`src/rtl/pcm_sync_pkg.sv`:
```
package pcm_sync_pkg;

    typedef enum logic [1:0] {
        ST_HUNT     = 2'd0,
        ST_ONE_GOOD = 2'd1,
        ST_SYNC     = 2'd2
    } sync_st_e;

    typedef struct packed {
        logic clk_s;
        logic clk_p;
        logic fs_s;
    } smp_regs_t;

    typedef struct packed {
        sync_st_e st;
        logic     chg;
    } fsm_regs_t;

endpackage

```
`src/rtl/pcm_edge_sampler.sv`:
```
module pcm_edge_sampler
    import pcm_sync_pkg::*;
(
    input  logic clk,
    input  logic rst_n,
    input  logic pcm_clk,
    input  logic frame_sync,
    input  logic fall_edge,
    output logic edge_evt,
    output logic fs_at_edge
);
    smp_regs_t r_d, r_q;

    always_comb begin
        r_d.clk_s = pcm_clk;
        r_d.clk_p = r_q.clk_s;
        r_d.fs_s  = frame_sync;
    end

    always_ff @(posedge clk or negedge rst_n) begin
        if (!rst_n) r_q <= '0;
        else        r_q <= r_d;
    end

    assign edge_evt   = fall_edge ? (r_q.clk_p & ~r_q.clk_s) : (~r_q.clk_p & r_q.clk_s);
    assign fs_at_edge = r_q.fs_s;


    evt_isolated_chk: assert property (@(posedge clk) disable iff (!rst_n)
        edge_evt |=> !edge_evt);

endmodule

```
`src/rtl/pcm_frame_counter.sv`:
```
module pcm_frame_counter #(
    parameter int SLOT_W = 5
) (
    input  logic              clk,
    input  logic              rst_n,
    input  logic              edge_evt,
    input  logic              fs_at_edge,
    input  logic              dbl,
    input  logic [SLOT_W:0]   slots,
    input  logic [SLOT_W+2:0] offset,
    output logic              good,
    output logic              bad,
    output logic [2:0]        bit_pos,
    output logic [SLOT_W-1:0] slot_pos
);
    localparam int CNT_W = SLOT_W + 5;

    typedef struct packed {
        logic [CNT_W-1:0] per_cnt;
        logic [CNT_W-1:0] pos;
        logic             armed;
        logic             good;
        logic             bad;
    } cnt_regs_t;

    cnt_regs_t r_d, r_q;
    logic [CNT_W-1:0] exp_len, last_idx, preload;

    always_comb begin
        exp_len  = CNT_W'(slots) << (dbl ? 4 : 3);
        last_idx = exp_len - CNT_W'(1);
        preload  = CNT_W'(offset) << (dbl ? 1 : 0);

        r_d      = r_q;
        r_d.good = 1'b0;
        r_d.bad  = 1'b0;
        if (edge_evt) begin
            if (fs_at_edge) begin
                if (r_q.armed) begin
                    if (r_q.per_cnt == last_idx) r_d.good = 1'b1;
                    else                          r_d.bad  = 1'b1;
                end
                r_d.armed   = 1'b1;
                r_d.per_cnt = '0;
                r_d.pos     = preload;
            end else if (r_q.armed && r_q.per_cnt == last_idx) begin
                r_d.bad     = 1'b1;
                r_d.per_cnt = '0;
                r_d.pos     = preload;
            end else begin
                if (r_q.armed) r_d.per_cnt = r_q.per_cnt + CNT_W'(1);
                r_d.pos = (r_q.pos == last_idx) ? '0 : r_q.pos + CNT_W'(1);
            end
        end
    end

    always_ff @(posedge clk or negedge rst_n) begin
        if (!rst_n) r_q <= '0;
        else        r_q <= r_d;
    end

    assign good     = r_q.good;
    assign bad      = r_q.bad;
    assign bit_pos  = dbl ? r_q.pos[3:1] : r_q.pos[2:0];
    assign slot_pos = dbl ? r_q.pos[SLOT_W+3:4] : r_q.pos[SLOT_W+2:3];


    verdict_excl_chk: assert property (@(posedge clk) disable iff (!rst_n)
        !(good && bad));


    period_bound_chk: assert property (@(posedge clk) disable iff (!rst_n)
        r_q.per_cnt < exp_len);


    pos_bound_chk: assert property (@(posedge clk) disable iff (!rst_n)
        r_q.pos < exp_len);


    no_verdict_unarmed_chk: assert property (@(posedge clk) disable iff (!rst_n)
        (good || bad) |-> $past(r_q.armed));

endmodule

```
`src/rtl/pcm_sync_fsm.sv`:
```
module pcm_sync_fsm
    import pcm_sync_pkg::*;
(
    input  logic clk,
    input  logic rst_n,
    input  logic good,
    input  logic bad,
    output logic sync_status,
    output logic sync_chg
);
    fsm_regs_t r_d, r_q;

    always_comb begin
        r_d.st = r_q.st;
        if (bad) begin
            r_d.st = ST_HUNT;
        end else if (good) begin
            case (r_q.st)
                ST_HUNT:     r_d.st = ST_ONE_GOOD;
                ST_ONE_GOOD: r_d.st = ST_SYNC;
                default:     r_d.st = ST_SYNC;
            endcase
        end
        r_d.chg = (r_d.st == ST_SYNC) != (r_q.st == ST_SYNC);
    end

    always_ff @(posedge clk or negedge rst_n) begin
        if (!rst_n) r_q <= '{st: ST_HUNT, chg: 1'b0};
        else        r_q <= r_d;
    end

    assign sync_status = (r_q.st == ST_SYNC);
    assign sync_chg    = r_q.chg;


    gain_after_two_chk: assert property (@(posedge clk) disable iff (!rst_n)
        $rose(sync_status) |-> $past(r_q.st == ST_ONE_GOOD) && $past(good));


    bad_to_hunt_chk: assert property (@(posedge clk) disable iff (!rst_n)
        bad |=> (r_q.st == ST_HUNT));


    chg_marks_edge_chk: assert property (@(posedge clk) disable iff (!rst_n)
        sync_chg == (sync_status != $past(sync_status)));


    chg_single_chk: assert property (@(posedge clk) disable iff (!rst_n)
        sync_chg |=> !sync_chg);

endmodule

```
`src/rtl/pcm_sync_supervisor.sv`:
```
module pcm_sync_supervisor #(
    parameter int SLOT_W = 5
) (
    input  logic              clk,
    input  logic              rst_n,
    input  logic              pcm_clk,
    input  logic              frame_sync,
    input  logic              cfg_double,
    input  logic [SLOT_W:0]   cfg_slots,
    input  logic [SLOT_W+2:0] cfg_offset,
    input  logic              cfg_fall_edge,
    output logic [2:0]        bit_pos,
    output logic [SLOT_W-1:0] slot_pos,
    output logic              sync_status,
    output logic              sync_chg
);
    logic edge_evt, fs_at_edge, good, bad;

    pcm_edge_sampler u_smp (
        .clk        (clk),
        .rst_n      (rst_n),
        .pcm_clk    (pcm_clk),
        .frame_sync (frame_sync),
        .fall_edge  (cfg_fall_edge),
        .edge_evt   (edge_evt),
        .fs_at_edge (fs_at_edge)
    );

    pcm_frame_counter #(.SLOT_W(SLOT_W)) u_cnt (
        .clk        (clk),
        .rst_n      (rst_n),
        .edge_evt   (edge_evt),
        .fs_at_edge (fs_at_edge),
        .dbl        (cfg_double),
        .slots      (cfg_slots),
        .offset     (cfg_offset),
        .good       (good),
        .bad        (bad),
        .bit_pos    (bit_pos),
        .slot_pos   (slot_pos)
    );

    pcm_sync_fsm u_fsm (
        .clk         (clk),
        .rst_n       (rst_n),
        .good        (good),
        .bad         (bad),
        .sync_status (sync_status),
        .sync_chg    (sync_chg)
    );

endmodule

```
`config.mk`:
```
export PLATFORM = sky130hd
export DESIGN_NAME = pcm_sync_supervisor
export DESIGN_NICKNAME = d
export VERILOG_FILES = /design/src/rtl/pcm_sync_pkg.sv /design/src/rtl/pcm_edge_sampler.sv /design/src/rtl/pcm_frame_counter.sv /design/src/rtl/pcm_sync_fsm.sv /design/src/rtl/pcm_sync_supervisor.sv
export SDC_FILE = /design/constraint.sdc
export NUM_CORES = 1
export LEC_CHECK = 0
export BUFFER_PORTS_ARGS = -buffer_cell sky130_fd_sc_hd__buf_2
export CORE_ASPECT_RATIO = 1.4
export CORE_MARGIN = 5
export CORE_UTILIZATION = 63
export DETAILED_ROUTE_END_ITERATION = 16
export PLACE_DENSITY_LB_ADDON = 0.25
export SYNTH_ARGS = -nofsm -noshare
export SYNTH_HDL_FRONTEND = slang
export SYNTH_SLANG_ARGS = --single-unit
```
`constraint.sdc`:
```
create_clock -name clk -period 4.6 [get_ports clk]
set_input_delay 0.46 -clock clk [delete_from_list [all_inputs] [get_ports clk]]
set_output_delay 0.46 -clock clk [all_outputs]
set_load 0.05 [all_outputs]
```
==> results.yml, run 1 <==
timing:
  fmax_mhz: 299.5
  setup_tns_ns: 0
  finalClockSkew_ns: 0.004405
  maxSlewViolCount: 0
  whs_ns: 0.2061
  setup_viol: 0
  hold_viol: 0
  post-route-period-util: 0.7258
  slew-limit-headroom: 0.3832
  worstMarginPinSlew_ns: 0.9221
  rsz0062_at_grt: "false"
  min_period_ns: 3.339
clocking:
  cts_root_buf: "clkbuf_8"
  hold_buffers: 0
  cts_made_buffers: 5
  max-clock-path-buffers: 2
  cts_max_level: 2
  clkLatencyLatePin_ns: 0.28
  clock_sinks: 29
  cts_setup_buffers: 0
  cts_resized: 0
  clkSlewWorstSetupHoldPaths_ns: 0.06
  cts_tree: "built"
floorplanning:
  coreArea_um2: 3611
  die_x_um: 61.26
  dieArea_um2: 5008
  die_y_um: 81.76
  rows: 26
  start_util: 0.6417
  io_pins: 30
final_layout:
  layoutNonFillerInstCount: 331
  num_antenna_cells: 0
  syn_to_final_growth_pct: 9.557
  fillers: 320
  drive_gt1_frac: 0.2111
  postLayoutCoreUtil: 0.7030
  nets: 311
job:
  drv_cap: 0
logic_synthesis:
  yosysMostFrequentCell: "nand2_1"
  synth_fp_nets: 297
  syn_area_um2: 2317
  syn_inst: 274
  yosys-top-cells-area: "dfrtp_1, mux2_2, nand2_1"
  synthFlopType: "dfrtp_1"
  yosysTopAreaCell: "dfrtp_1"
  yosys_warnings: 0
  netlist.area_leader.share: 0.3132
  ys_seq_area_frac: 0.3132
  synth_seq_cells: 29
  synth_cell_type_count: 49
  post_synth.cell_area_avg_um2: 8.457
  async_reset_ff_frac: 1.000
  yosys-top-cells-count: "nand2_1, dfrtp_1, nand3_1"
  synth_edf_count: 0
setup_path:
  crit_path_max_fanout: 41
  r2r_cells: 7
  cp_data_required_time_ns: 4.75
  cpPeakStageDelay_ns: 0.89
  cp_num_buf_inv: 1
  crit_family: "compound AO/OA/AOI/OAI gates"
  crit_chain: "buf_2 > nor2b_1 > or4_1 > a221oi_2 > a211oi_1 > o41ai_4 > and2_1 > nor2_1"
  r2r_start: "u_cnt.r_q[22]$_DFFE_PN0P_"
  crit_arrival_ns: 3.49
  critPathLaunchType: "input pin"
  r2r_setup_slack_ns: 1.77
  crit_type: "in2reg"
  crit_cells: 8
  critical-path-slowest-cell: "o41ai_4"
  worstSetupEndpointType: "flip-flop"
  timing.rr.end: "u_cnt.r_q[19]$_DFFE_PN0P_"
power:
  p_per_area_nw_per_um2: 343.5
  p_leak_nw: 1.127
  vdd_drop_max_mv: 0.3076
route:
  drt-total-wl_um: 4915
  viasPerCell: 6.154
  first_iter_violations: 78
  ant_nets: 0
  dr_total_vias: 2037
  firstDrtPassIters: 4
  drc_errors: 0
  wl_per_cell_um: 14.85
global_routing:
  grt_max_degree: 42
  grt_pass1_wl_um: 8328
  first_global_vias: 1822
  track_usage: 0.2196
  gr-total-overflow: 0
  antenna_found_initial: 0
status:
  outcome: "completed"
placed_design:
  gp_congestion: 0.8791
  dp_hpwl_um: 3585
  dp_cells: 323
  portBuffers: 29
worst_hold_path:
  min_path_type: "in2async"
power by group:
group	internal, mW	total [mW]	switching [mW]
combinational	0.102	0.257	0.155
sequential	0.284	0.340	0.0559
clock	0.176	0.276	0.0996
total	0.562	0.872	0.310
registers in the layout (all words and copies together), names as in the netlist:
signal            count
u_cnt.r_q            21
u_fsm.sync_chg        1
u_cnt.bad             1
u_cnt.good            1
u_smp.r_q             1
u_fsm.r_q             2
u_smp.fs_at_edge      1
u_smp.r_d             1
placed cells by master, fill, tap and decap left out, types with 2 or more instances in the layout:
cell type / count
o31ai_1: 2
a221o_1: 2
nor4_1: 3
a211o_1: 7
dfrtp_1: 29
clkbuf_8: 6
xor2_1: 10
or2_2: 2
nand2b_1: 6
nor2_1: 19
nand3_1: 23
a31oi_1: 3
mux2i_1: 4
nand4_1: 2
a211oi_1: 5
inv_1: 4
ha_1: 3
nand2_1: 35
nor2b_1: 4
o21ai_0: 4
a21o_1: 3
o22ai_1: 4
mux2_2: 16
nor3_1: 5
buf_4: 2
xnor2_1: 10
nor3b_1: 4
buf_2: 29
or3_1: 7
nor4b_1: 5
a21oi_1: 4
and3_1: 9
stage by stage:
stage               setup slack [ns]  area [um^2]  total power, mW
floorplan                      1.786         2317           0.5433
global placement               1.065         2419           0.5932
detailed placement            0.9982         2419           0.6009
CTS                            1.302         2539           0.8760
global route                   1.048         2539           0.9241
finish                         1.261         2539           0.8721
how the worst max path moves through the flow:
stage                                           end    startpoint  slack (ns)
final                     u_cnt.r_q[19]$_DFFE_PN0P_    cfg_double        1.26
after global routing      u_cnt.r_q[15]$_DFFE_PN0P_    cfg_double        1.05
after CTS                 u_cnt.r_q[19]$_DFFE_PN0P_    cfg_double        1.30
after detailed placement  u_cnt.r_q[19]$_DFFE_PN0P_    cfg_double         1.0
after global placement    u_cnt.r_q[22]$_DFFE_PN0P_    cfg_double        1.07
after floorplan            u_cnt.r_q[3]$_DFFE_PN0P_  cfg_slots[1]        1.79
routing by layer:
metal,vias to the layer above,routed length [um],GRT usage
met1,978,2100,0.2665
met3,6,178,0.04088
met4,0,52,0.07158
li1,1013,-,-
met5,-,0,0
met2,40,2583,0.3814
cell families after synthesis:
| kind of cell | synth area share |
|---|---|
| simple gates | 0.2954 |
| compound gates | 0.1501 |
| flops | 0.3132 |
| buf+inv | 0.05453 |
| xor+xnor | 0.07559 |
| mux | 0.09503 |
| fa+ha+maj | 0.01620 |
final cells by class:
class | count | area, um^2 | share of cell area
clock buffer | 6 | 82.58 | 0.03253
clock inverter | 2 | 37.54 | 0.01479
inverter | 4 | 15.01 | 0.005914
multi-input combinational | 217 | 1465 | 0.5771
sequential | 29 | 725.7 | 0.2859
tap | 42 | 52.55 | 0.02070
timing repair buffer | 31 | 160.2 | 0.06309
Note: power is estimated with default switching activity, not from simulation.
==> run 2: changes to the inputs <==
Settings changed: ABC_AREA set to 1, CORE_UTILIZATION 63 to 58.
Clock period 4.6 ns to 3.2 ns, I/O delays scaled along.
==> run 2 against run 1 <==
Effect of this change: area after synthesis down 4.4%; critical path depth up 6; setup slack worse by 0.39 ns; core utilization down 4.0 points; worst hold slack worse by 0.15 ns; clock power up 5%; sequential cell count unchanged; sequential share of layout area up 1.2 points; combinational power up 48%; die area up 3.3%; final cell count up 24%; non-clock buffer count down 2; critical path type unchanged; largest cell class unchanged.
==> results.yml, run 2 <==
route:
  drc_errors: 0
  firstDrtPassIters: 5
  wl_per_cell_um: 12.22
  drt-total-wl_um: 5011
  dr_total_vias: 2187
  ant_nets: 0
  viasPerCell: 5.334
  first_iter_violations: 129
timing:
  rsz0062_at_grt: "false"
  setup_viol: 0
  min_period_ns: 2.328
  fin_ws_ns: 0.8725
  post-route-period-util: 0.7274
  maxSlewViolCount: 0
  slew-limit-headroom: 0.5771
  hold_viol: 0
  worstMarginPinSlew_ns: 0.6344
  fmax_mhz: 429.6
  finalClockSkew_ns: 0.005690
  setup_tns_ns: 0
  whs_ns: 0.06025
logic_synthesis:
  yosysMostFrequentCell: "nand2_1"
  yosys-top-cells-count: "nand2_1, nand3_1, inv_1"
  async_reset_ff_frac: 1.000
  synth_edf_count: 0
  yosysTopAreaCell: "dfrtp_1"
  syn_area_um2: 2216
  ys_seq_area_frac: 0.3275
  synth_seq_cells: 29
  yosys-top-cells-area: "dfrtp_1, nand2_1, nand3_1"
  synth_fp_nets: 363
  yosys_warnings: 0
  synth_cell_type_count: 30
  netlist.area_leader.share: 0.3275
  post_synth.cell_area_avg_um2: 6.517
  syn_inst: 340
  synthFlopType: "dfrtp_1"
global_routing:
  first_global_vias: 2064
  antenna_found_initial: 0
  gr-total-overflow: 0
  grt_pass1_wl_um: 8838
  grt_max_degree: 36
  track_usage: 0.2040
floorplanning:
  coreArea_um2: 3676
  start_util: 0.6028
  die_x_um: 62.24
  die_y_um: 83.14
  rows: 26
  dieArea_um2: 5174
  io_pins: 30
final_layout:
  nets: 390
  top_register: "u_cnt.r_q"
  fillers: 366
  num_antenna_cells: 0
  final_common_cell: "nand2_1"
  drive_gt1_frac: 0.1467
  largest_register_ffs: 21
  reg.largest.list: "u_cnt.r_q x21, u_fsm.r_q x2"
  syn_to_final_growth_pct: 10.05
  most-common-layout-cells: "nand2_1, nand3_1, inv_1, buf_2, dfrtp_1"
clocking:
  cts_resized: 0
  max-clock-path-buffers: 2
  cts_max_level: 2
  clkLatencyLatePin_ns: 0.28
  hold_buffers: 0
  cts_root_buf: "clkbuf_8"
  clkSlewWorstSetupHoldPaths_ns: 0.06
  cts_tree: "built"
  clock_sinks: 29
  cts_made_buffers: 5
  cts_setup_buffers: 0
power:
  p_leak_nw: 1.322
  p_per_area_nw_per_um2: 465.2
  vdd_drop_max_mv: 0.3820
status:
  outcome: "completed"
setup_path:
  cp_data_required_time_ns: 3.37
  critPathLaunchType: "input pin"
  cpMostUsedCell: "nand2_1"
  worstSetupEndpointType: "flip-flop"
  crit_arrival_ns: 2.50
  crit_path_max_fanout: 35
  cpPeakStageDelay_ns: 0.50
  critical-path-slowest-cell: "buf_2"
  crit_type: "in2reg"
  crit_chain: "buf_2 > inv_4 > nand2_1 > nand2_1 > nor2_2 > nand3_1 > nand3_1 > nand2_1 > nor2_4 > nand3_4 > nand2_2 > nand2_1 > inv_2 > nor2_1"
placed_design:
  gp_congestion: 0.9499
  dp_hpwl_um: 3972
  portBuffers: 29
  dp_slack_ns: 0.5818
worst_hold_path:
  min_path_type: "in2async"
job:
  drv_cap: 0
[run 2: cell count changes in the layout (fill, tap and decap cells not counted), sizes merged, moves of 5 or more]
cell	change
nand3	+23
nor2	+13
nand2b	-6
o21ai	+16
inv	+41
a211o	-7
nand2	+86
and3	-9
nor4b	-5
a211oi	-5
mux2	-16
xnor2	-8
or3	-8
[run 2: report_power, final]
group	internal, mW	leakage, nW	switching, mW	total (mW)
logic	0.119	0.904	0.262	0.381
registers	0.406	0.374	0.0555	0.462
clock network	0.150	0.0439	0.142	0.291
[run 2: area by class of cell]
type	count	area (um^2)	share of cell area
Clock buffer	5	68.82	0.02822
Clock inverter	3	17.52	0.007183
Inverter	45	171.4	0.07029
Multi-Input combinational cell	257	1257	0.5157
Sequential cell	29	725.7	0.2976
Tap cell	42	52.55	0.02155
Timing Repair Buffer	29	145.1	0.05952
[run 2: layer usage]
layer  GRT usage  wire length, um
met1      0.2427             2136
met4      0.1006              167
met5           0                0
met3     0.04189              192
met2      0.3425             2513
[run 2: path summary, 6_finish.rpt]
path | slack (ns) | cells past startpoint | endpoint | from
worst max-delay path | 0.87 | 14 | u_cnt.r_q[17]$_DFFE_PN0P_ | cfg_double
worst min-delay path | 0.06 | 1 | u_cnt.r_q[8]$_DFFE_PN0P_ | rst_n
worst max register to register | 1.23 | 9 | u_cnt.r_q[21]$_DFFE_PN0P_ | u_smp.r_d[1]$_DFF_PN0_
worst min register to register | 0.39 | 0 | u_smp.r_q[1]$_DFF_PN0_ | u_smp.r_d[1]$_DFF_PN0_
max in group asynchronous | 2.73 | 1 | u_cnt.r_q[22]$_DFFE_PN0P_ | rst_n
min in group clk | 0.14 | 1 | u_smp.r_d[1]$_DFF_PN0_ | pcm_clk
[run 2: critical path: cells and delay by family]
family | cells | cell delay, ns
AND/OR/NAND/NOR | 11 | 1.38
buffers and inverters | 3 | 0.78
[run 2: through the flow]
step                instances  cell area [um^2]  power [mW]  utilization
global route              410              2439       1.219       0.6634
floorplan                 340              2216      0.7542            -
CTS                       410              2439       1.145       0.6634
detailed placement        402              2352      0.8483       0.6399
finish                    410              2439       1.135       0.6634
global placement          402              2352      0.8430       0.6399
[run 2: logic make-up after synthesis]
group / share of synthesized area
flip-flops: 0.3275
AO/OA/AOI/OAI: 0.05759
AND/OR/NAND/NOR: 0.4224
buffers and inverters: 0.1050
multiplexers: 0.02710
adder cells (fa/ha/maj): 0.01694
XOR/XNOR: 0.04348
